## src/rtl/pm1_evt_pkg.sv

```systemverilog
package pm1_evt_pkg;
  localparam int REG_W   = 16;
  localparam int OFS_STS = 'h0;
  localparam int OFS_EN  = 'h2;
  localparam int OFS_CTL = 'h4;

  localparam int BIT_TMR = 0;
  localparam int BIT_GBL = 5;
  localparam int BIT_PWR = 8;
  localparam int BIT_RTC = 10;
  localparam int BIT_WAK = 15;

  localparam logic [REG_W-1:0] SCI_MASK =
    REG_W'((1 << BIT_RTC) | (1 << BIT_PWR) | (1 << BIT_GBL) | (1 << BIT_TMR));

  typedef enum logic [1:0] {SEL_NONE, SEL_STS, SEL_EN, SEL_CTL} reg_sel_e;
endpackage

```

## src/rtl/pm1_bus_dec.sv

```systemverilog
module pm1_bus_dec
  import pm1_evt_pkg::*;
#(
  parameter int ADDR_W = 4
) (
  input  logic [ADDR_W-1:0] addr_i,
  output reg_sel_e          sel_o
);
  always_comb begin
    if (addr_i == ADDR_W'(OFS_STS))      sel_o = SEL_STS;
    else if (addr_i == ADDR_W'(OFS_EN))  sel_o = SEL_EN;
    else if (addr_i == ADDR_W'(OFS_CTL)) sel_o = SEL_CTL;
    else                                 sel_o = SEL_NONE;
  end
endmodule

```

## src/rtl/pm1_ovf_timer.sv

```systemverilog
module pm1_ovf_timer #(
  parameter int TMR_W = 24
) (
  input  logic clk_i,
  input  logic rst_ni,
  input  logic tick_i,
  input  logic rearm_i,
  output logic hit_o
);
  // one epoch bit above the visible counter keeps the compare wrap-safe
  localparam int EXT_W = TMR_W + 1;
  localparam int LOW_W = TMR_W - 1;
  localparam logic [EXT_W-1:0] STEP = EXT_W'(1) << LOW_W;

  logic [EXT_W-1:0] cnt_q, pt_q, diff;
  logic [1:0]       seg;

  assign diff  = cnt_q - pt_q;
  assign hit_o = ~diff[EXT_W-1];
  assign seg   = cnt_q[EXT_W-1:LOW_W] + 2'd1;

  always_ff @(posedge clk_i or negedge rst_ni) begin
    if (!rst_ni) begin
      cnt_q <= '0;
      pt_q  <= STEP;
    end else begin
      if (tick_i)  cnt_q <= cnt_q + 1'b1;
      if (rearm_i) pt_q  <= {seg, {LOW_W{1'b0}}};
    end
  end
endmodule

```

## src/rtl/pm1_evt_regs.sv

```systemverilog
module pm1_evt_regs
  import pm1_evt_pkg::*;
(
  input  logic             clk_i,
  input  logic             rst_ni,
  input  logic             wr_i,
  input  reg_sel_e         sel_i,
  input  logic [REG_W-1:0] wdata_i,
  input  logic             hit_i,
  input  logic             pwrbtn_i,
  input  logic             resume_i,
  output logic [REG_W-1:0] sts_o,
  output logic [REG_W-1:0] sts_view_o,
  output logic [REG_W-1:0] en_o,
  output logic [REG_W-1:0] ctl_o,
  output logic             rearm_o
);
  logic [REG_W-1:0] sts_q, en_q, ctl_q, sts_d, clr, set_vec;
  logic             wr_sts;

  assign wr_sts     = wr_i && (sel_i == SEL_STS);
  assign sts_view_o = sts_q | (REG_W'(hit_i) << BIT_TMR);
  assign clr        = wr_sts ? wdata_i : '0;
  assign rearm_o    = wr_sts && wdata_i[BIT_TMR] && sts_view_o[BIT_TMR];

  always_comb begin
    set_vec = '0;
    if (pwrbtn_i && en_q[BIT_PWR]) set_vec[BIT_PWR] = 1'b1;
    if (resume_i) begin
      set_vec[BIT_PWR] = 1'b1;
      set_vec[BIT_WAK] = 1'b1;
    end
  end

  // events are applied after the clear, so they win
  for (genvar g = 0; g < REG_W; g++) begin : g_sts
    assign sts_d[g] = (sts_view_o[g] & ~clr[g]) | set_vec[g];
  end

  always_ff @(posedge clk_i or negedge rst_ni) begin
    if (!rst_ni) begin
      sts_q <= '0;
      en_q  <= '0;
      ctl_q <= '0;
    end else begin
      sts_q <= sts_d;
      if (wr_i && sel_i == SEL_EN)  en_q  <= wdata_i;
      if (wr_i && sel_i == SEL_CTL) ctl_q <= wdata_i;
    end
  end

  assign sts_o = sts_q;
  assign en_o  = en_q;
  assign ctl_o = ctl_q;
endmodule

```

## src/rtl/pm1_sci_gen.sv

```systemverilog
module pm1_sci_gen
  import pm1_evt_pkg::*;
(
  input  logic [REG_W-1:0] sts_i,
  input  logic [REG_W-1:0] en_i,
  output logic             sci_o
);
  assign sci_o = |(sts_i & en_i & SCI_MASK);
endmodule

```

## src/rtl/pm1_evt_ctrl.sv

```systemverilog
module pm1_evt_ctrl
  import pm1_evt_pkg::*;
#(
  parameter int ADDR_W = 4,
  parameter int TMR_W  = 24
) (
  input  logic              clk_i,
  input  logic              rst_ni,
  input  logic [ADDR_W-1:0] addr_i,
  input  logic [15:0]       wdata_i,
  input  logic              wr_i,
  output logic [15:0]       rdata_o,
  input  logic              tick_i,
  input  logic              pwrbtn_i,
  input  logic              resume_i,
  output logic              sci_o
);
  reg_sel_e         sel;
  logic             tmr_hit_w, rearm;
  logic [REG_W-1:0] sts_w, sts_view, en_w, ctl_w;

  pm1_bus_dec #(.ADDR_W(ADDR_W)) u_dec (
    .addr_i (addr_i),
    .sel_o  (sel)
  );

  pm1_ovf_timer #(.TMR_W(TMR_W)) u_tmr (
    .clk_i   (clk_i),
    .rst_ni  (rst_ni),
    .tick_i  (tick_i),
    .rearm_i (rearm),
    .hit_o   (tmr_hit_w)
  );

  pm1_evt_regs u_regs (
    .clk_i      (clk_i),
    .rst_ni     (rst_ni),
    .wr_i       (wr_i),
    .sel_i      (sel),
    .wdata_i    (wdata_i),
    .hit_i      (tmr_hit_w),
    .pwrbtn_i   (pwrbtn_i),
    .resume_i   (resume_i),
    .sts_o      (sts_w),
    .sts_view_o (sts_view),
    .en_o       (en_w),
    .ctl_o      (ctl_w),
    .rearm_o    (rearm)
  );

  pm1_sci_gen u_sci (
    .sts_i (sts_w),
    .en_i  (en_w),
    .sci_o (sci_o)
  );

  always_comb begin
    unique case (sel)
      SEL_STS: rdata_o = sts_view;
      SEL_EN:  rdata_o = en_w;
      SEL_CTL: rdata_o = ctl_w;
      default: rdata_o = '0;
    endcase
  end
endmodule

```

## config.mk

```make
export PLATFORM = sky130hd
export DESIGN_NAME = pm1_evt_ctrl
export DESIGN_NICKNAME = d
export VERILOG_FILES = /design/src/rtl/pm1_evt_pkg.sv /design/src/rtl/pm1_bus_dec.sv /design/src/rtl/pm1_ovf_timer.sv /design/src/rtl/pm1_evt_regs.sv /design/src/rtl/pm1_sci_gen.sv /design/src/rtl/pm1_evt_ctrl.sv
export SDC_FILE = /design/constraint.sdc
export NUM_CORES = 1
export LEC_CHECK = 0
export CAP_MARGIN = 20
export CORE_MARGIN = 4
export CORE_UTILIZATION = 40
export CTS_BUF_LIST = sky130_fd_sc_hd__clkbuf_8
export DETAILED_ROUTE_END_ITERATION = 8
export PLACE_DENSITY_LB_ADDON = 0.15
export SLEW_MARGIN = 30
export SYNTH_ARGS = -nofsm -noshare
export SYNTH_HDL_FRONTEND = slang
export SYNTH_SLANG_ARGS = --single-unit
```

## constraint.sdc

```tcl
create_clock -name clk_i -period 1.6 [get_ports clk_i]
set_clock_uncertainty 0.15 [all_clocks]
set_input_delay 0.32 -clock clk_i [delete_from_list [all_inputs] [get_ports clk_i]]
set_output_delay 0.32 -clock clk_i [all_outputs]
set_load 0.05 [all_outputs]
```

==> Yosys cells after proc, flatten, opt, wreduce, memory -nomap -nowiden <==
Index checks and enable logic that the tools add are counted.
{ "totals": {"ff_bits": 75, "elab_cells": 66, "inputBits": 26, "output_inout_bits": 17} }
{ "op_classes": {"eq_ne": 5, "n_addsub": 3, "n_reduce_logical": 8, "n_mux": 8, "bitwise_logic": 37} }
{ "op_table": {"columns": ["op", "n"], "rows": [
  ["16-bit one-hot mux with 3 select lines", 1],
  ["25-bit by 1-bit adder with 25-bit output, second input constant", 1],
  ["25-bit subtractor", 1],
  ["1-bit inverter", 17],
  ["1-bit AND", 16],
  ["16-bit 2-to-1 mux", 1],
  ["16-bit by 1-bit OR with 16-bit output", 1],
  ["11-bit AND", 1],
  ["1-bit logical AND", 6],
  ["2-bit 2-to-1 mux", 3],
  ["2-bit == test, second input constant", 2],
  ["4-bit by 2-bit == test with 1-bit output, second input constant", 1],
  ["4-bit by 3-bit == test with 1-bit output, second input constant", 1],
  ["4-bit zero test", 1],
  ["4-bit OR reduction", 1],
  ["1-bit 2-to-1 mux", 3],
  ["2-bit by 1-bit adder with 2-bit output, second input constant", 1],
  ["2-bit by 1-bit == test with 1-bit output, second input constant", 1],
  ["1-bit OR", 2]
]} }

==> Logic depth before layout (Yosys ltp) <==
Gate-level depths: netlist of the first run.
{ "depth": {"word_depth": 10, "depth_mapped": 5, "mapped_depth_nobuf": 5} }

==> By module <==
A second synthesis of the first run with hierarchy kept.
{ "hier_totals": {"cells_unflattened": 270, "area_unflattened_um2": 3656.0} }
{ "by_module_without_submodules": {"columns": ["mod", "n_inst", "seq_area_each_um2", "area_per_inst_um2", "cells_each"], "rows": [
  ["pm1_evt_regs", 1, 1201.2, 1973.1, 122],
  ["pm1_ovf_timer", 1, 676.9, 1206.2, 103],
  ["pm1_evt_ctrl", 1, 0.0, 434.2, 39],
  ["pm1_bus_dec", 1, 0.0, 23.8, 3],
  ["pm1_sci_gen", 1, 0.0, 18.8, 3]
]} }

==> Worst setup path before layout of the first run <==
No wires, ideal clock.
{ "synth_timing": {"path_type": "in2out", "from": "input addr_i[0]", "to": "output rdata_o[0]", "stages": 4, "t_required_ps": 1130, "path_buffers": 1, "path_slack_ps": -435, "t_arrival_ps": 1565, "cell_sequence": "nor4b_4 clkbuf_1 a22oi_1 nand2_1"} }
{ "synth_between": {"elab_chain_cells": 6} }
{ "synth_lines": {"columns": ["item", "line_no", "text"], "rows": [
  ["start: declaration", "pm1_evt_ctrl.sv:9", "input logic [ADDR_W-1:0] addr_i,"],
  ["4-bit by 3-bit == test with 1-bit output", "pm1_bus_dec.sv:12", "else if (addr_i == ADDR_W'(OFS_CTL)) sel_o = SEL_CTL;"],
  ["2-bit 2-to-1 mux", "pm1_bus_dec.sv:12", null],
  ["2-bit 2-to-1 mux", "pm1_bus_dec.sv:11", "else if (addr_i == ADDR_W'(OFS_EN)) sel_o = SEL_EN;"],
  ["2-bit 2-to-1 mux *", "pm1_bus_dec.sv:10", "if (addr_i == ADDR_W'(OFS_STS)) sel_o = SEL_STS;"],
  ["2-bit == test or 2-bit by 1-bit == test with 1-bit output (tied branches)", "pm1_evt_ctrl.sv:58", "unique case (sel)"],
  ["16-bit one-hot mux with 3 select lines *", "pm1_evt_ctrl.sv:58", null],
  ["end: declaration", "pm1_evt_ctrl.sv:12", "output logic [15:0] rdata_o,"]
]} }
Mark *: on every way between the ends. The rest lies on a longest branch, timed or not.

==> Final worst setup path of the first run <==
{ "layout_timing": {"from": "register u_tmr.pt_q[24]", "to": "output rdata_o[0]"} }
{ "layout_between": {"elab_chain_cells": 4} }
{ "layout_lines": {"columns": ["item", "line_no", "text"], "rows": [
  ["start: declaration", "pm1_ovf_timer.sv:15", "logic [EXT_W-1:0] cnt_q, pt_q, diff;"],
  ["start signal: assignment", "pm1_ovf_timer.sv:28", "if (rearm_i) pt_q <= {seg, {LOW_W{1'b0}}};"],
  ["25-bit subtractor", "pm1_ovf_timer.sv:18", "assign diff = cnt_q - pt_q;"],
  ["1-bit inverter", "pm1_ovf_timer.sv:19", "assign hit_o = ~diff[EXT_W-1];"],
  ["16-bit by 1-bit OR with 16-bit output", "pm1_evt_regs.sv:22", "assign sts_view_o = sts_q | (REG_W'(hit_i) << BIT_TMR);"],
  ["16-bit one-hot mux with 3 select lines", "pm1_evt_ctrl.sv:58", null]
]} }
Every way passes these cells.

==> flow_metrics.env, run 1 <==
export IMPL_insertion_delay_ns=0.34
export IMPL_synth_warnings=0
export IMPL_finalNetCount=372
export IMPL_hold_viol_final=0
export IMPL_min_period_ns=1.98
export IMPL_worstSetupPathType="reg -> out"
export IMPL_maxCapViolCount=0
export IMPL_wl_mm=7.23
export IMPL_portBuffers=42
export IMPL_n_antenna_cell=0
export IMPL_remaining_drc_errors=0
export IMPL_instances_no_fill=455
export IMPL_drtAntennaViolNets=0
export IMPL_io_pins=43
export IMPL_routed_via_density=5.05
export IMPL_dieArea_um2=9990
export IMPL_synth_edf_count=0
export IMPL_nFillCells=678
export IMPL_grt_max_degree=76
export IMPL_rows=33
export IMPL_cp_slowest_cell="dfrtp_1"
export IMPL_overflow=0
export IMPL_drive_gt1_frac=0.471
export IMPL_setup_violations=22
export IMPL_initial_core_util=0.411
export IMPL_cts_inserted_buffers=9
export IMPL_place_congestion=0.707
export IMPL_dp_cells=426
export IMPL_max_stage_delay_ns=0.43
export IMPL_outcome="finished, violations left"
export IMPL_layout_setup_ws_ns=-0.376
export IMPL_rsz0062_at_grt="true"
export IMPL_cp_cell_sequence="xor2_2 > xnor2_2 > o21ai_2 > nand2_2 > buf_12"
export IMPL_synth_flop_cell="dfrtp_1"
export IMPL_min_path_type="reg -> reg"
export IMPL_finalMaxSlewViolations=0
export IMPL_final_area_um2=4890
export IMPL_drt_iter0_drc=124
export IMPL_tightest_slew_ns=0.415
export IMPL_antenna_found_initial=0
export IMPL_crit_path_start_kind="flop"
export IMPL_synthArstFlopShare=1.00
export IMPL_dp_hpwl_mm=4.66
export IMPL_clkTransAtPathRegs_ns=0.08
export IMPL_grt_usage=0.154
export IMPL_syn_cell_area_um2=3380
export IMPL_grt_pass1_vias=2489
export IMPL_first_pass_iters=4
export IMPL_fin_crit_sh=1.24
export IMPL_violations="negative setup slack"
export IMPL_cp_required_ns=1.13
export IMPL_area_delta_synth_final_pct=44.5
export IMPL_slew_headroom=0.723
export IMPL_seq_area_frac_synth=0.556
export IMPL_htreeDepth=3
export IMPL_vias=2298
export IMPL_dpl_instance_area_um2=4350
export IMPL_p_per_area_nw_per_um2=1120
export IMPL_grt_pass1_wl_mm=12.1
export IMPL_synth_cell_types=34
export IMPL_fmax_mhz=506
export IMPL_vdd_drop_max_mv=0.785
export IMPL_clock_sinks=75
export IMPL_wire_per_inst_um=15.9
export IMPL_cts_root_buf="clkbuf_8"
export IMPL_p_leak_nw=2.36
export IMPL_dieWidth_um=99.9
export IMPL_syn_nets=277
export IMPL_syn_avg_cell_area_um2=13.5
export IMPL_path_max_fanout=2
export IMPL_ys_seq_elements=75
export IMPL_clockBufferDepth=2
export IMPL_netlist_instances=250
export IMPL_cts_tree="built"
export IMPL_core_um2=8220
export IMPL_crit_path_end_kind="output port"
export IMPL_worst_ep_arrival_time_ns=1.51
export IMPL_die_h_um=99.9
[cells in the final DEF (no fill, tap or decap), types with 3 or more instances in the layout]
cell type	count
nand3_1	3
buf_12	19
nand2_2	5
clkdlybuf4s50_1	20
xor2_1	7
a22oi_2	3
nand2_1	11
a21boi_0	13
mux2_2	13
mux2_4	21
buf_6	15
bufinv_16	4
xnor2_1	17
a222oi_1	15
nor4_4	3
dfrtp_1	73
nand4_1	10
nor2_1	5
inv_1	3
clkbuf_8	11
buf_4	35
inv_2	15
[critical path, delay by kind of cell (launching register included)]
family          cells  cell delay, ns
buf+inv             1            0.15
simple gates        1            0.08
compound gates      1            0.13
xor+xnor            2            0.37
flops               1            0.43
[flip-flops by register name, summed over array words and instances (netlist names)]
| register | cells |
|---|---|
| u_regs.ctl_o | 16 |
| u_regs.en_o | 16 |
| u_regs.sts_o | 16 |
| u_tmr.cnt_q | 25 |
| u_tmr.pt_q | 2 |
[metal layers]
layer	track usage	up-vias	share of wire
li1	-	1098	-
met1	0.184	1146	0.42
met2	0.262	49	0.51
met3	0.0542	5	0.055
met4	0.0473	0	0.010
met5	0	-	0
[repair_timing]
action | in CTS | in global routing
endpoints found under the setup margin | 81 | 33
gates resized for setup | 44 | 18
pin swaps | 23 | 20
setup buffers | 8 | 8
hold endpoints to repair | 74 | 0
hold buffers | 1 | 0
[logic make-up (layout without fill, tap and decap cells)]
logic type,Yosys count,in the layout,synth area share
DFF,75,75,0.556
muxes,35,35,0.140
xor gates and xnor gates,27,27,0.0699
and+or+nand+nor,52,52,0.104
adders and majority gates,1,1,0.00370
buffers and inverters,24,124,0.0326
AOI/OAI and AO/OA,36,36,0.0944
[metrics by stage]
step            util  hold WS (ns)  power, mW  setup slack [ns]  setup TNS (ns)
3_3_place_gp   0.530         0.236       3.34            -0.779          -50.82
2_1_floorplan      -        -0.126       2.91            -0.190           -3.39
6_report       0.595         0.327       5.49            -0.376           -4.14
3_5_place_dp   0.530         0.238       3.37            -0.816          -53.81
4_1_cts        0.580         0.331       5.43            -0.405           -4.39
5_1_grt        0.595         0.354       5.73            -0.421           -6.66
[where the power goes]
group | internal, mW | total, mW | switching [mW]
logic | 0.677 | 1.15 | 0.477
clock network | 1.27 | 1.96 | 0.685
registers | 2.18 | 2.37 | 0.195
total | 4.13 | 5.49 | 1.36
[cell usage after synthesis, types with 2 or more instances]
cell	number	area share
dfrtp_1	74	0.55
mux2_4	21	0.093
xnor2_1	19	0.049
inv_1	17	0.019
nand2_1	16	0.018
a222oi_1	15	0.044
a21boi_0	13	0.029
mux2_2	13	0.043
nand4_1	10	0.019
xor2_1	8	0.021
nor2_1	6	0.0067
nand3_1	5	0.0074
a22oi_1	3	0.0067
clkbuf_1	3	0.0033
nor3_1	3	0.0044
nor4_4	3	0.019
buf_6	2	0.0067
nand2_4	2	0.0067
nor4b_4	2	0.014
[layout make-up]
cell class	instances	area [um^2]	area share
clock buffer	11	151	0.0310
tap	105	131	0.0269
clock inverter	5	124	0.0254
multi-input combinational	151	1510	0.309
inverter	17	63.8	0.0131
sequential	75	1880	0.385
timing repair buffer	91	1030	0.210
[path summary, 6_finish.rpt]
path | start | end | slack [ns] | cells past startpoint
worst max-delay path | u_tmr.pt_q[24] | rdata_o[0] | -0.38 | 5
worst min-delay path | u_tmr.cnt_q[19] | u_tmr.cnt_q[19] | 0.33 | 1
worst max register to register | u_tmr.pt_q[24] | u_tmr.pt_q[24] | -0.12 | 5
worst min register to register | u_tmr.cnt_q[19] | u_tmr.cnt_q[19] | 0.33 | 1
max in group asynchronous | rst_ni | u_tmr.pt_q[23] | 0.58 | 3
min in group asynchronous | rst_ni | u_regs.en_o[12] | 0.37 | 3
Power figures use the tool's default switching activity.
==> run 2, diff against run 1 <==
- CTS_CLUSTER_SIZE: default -> 30
==> results of run 2 <==
Same layout as run 1: the final DEF is identical, and so are final timing and power.
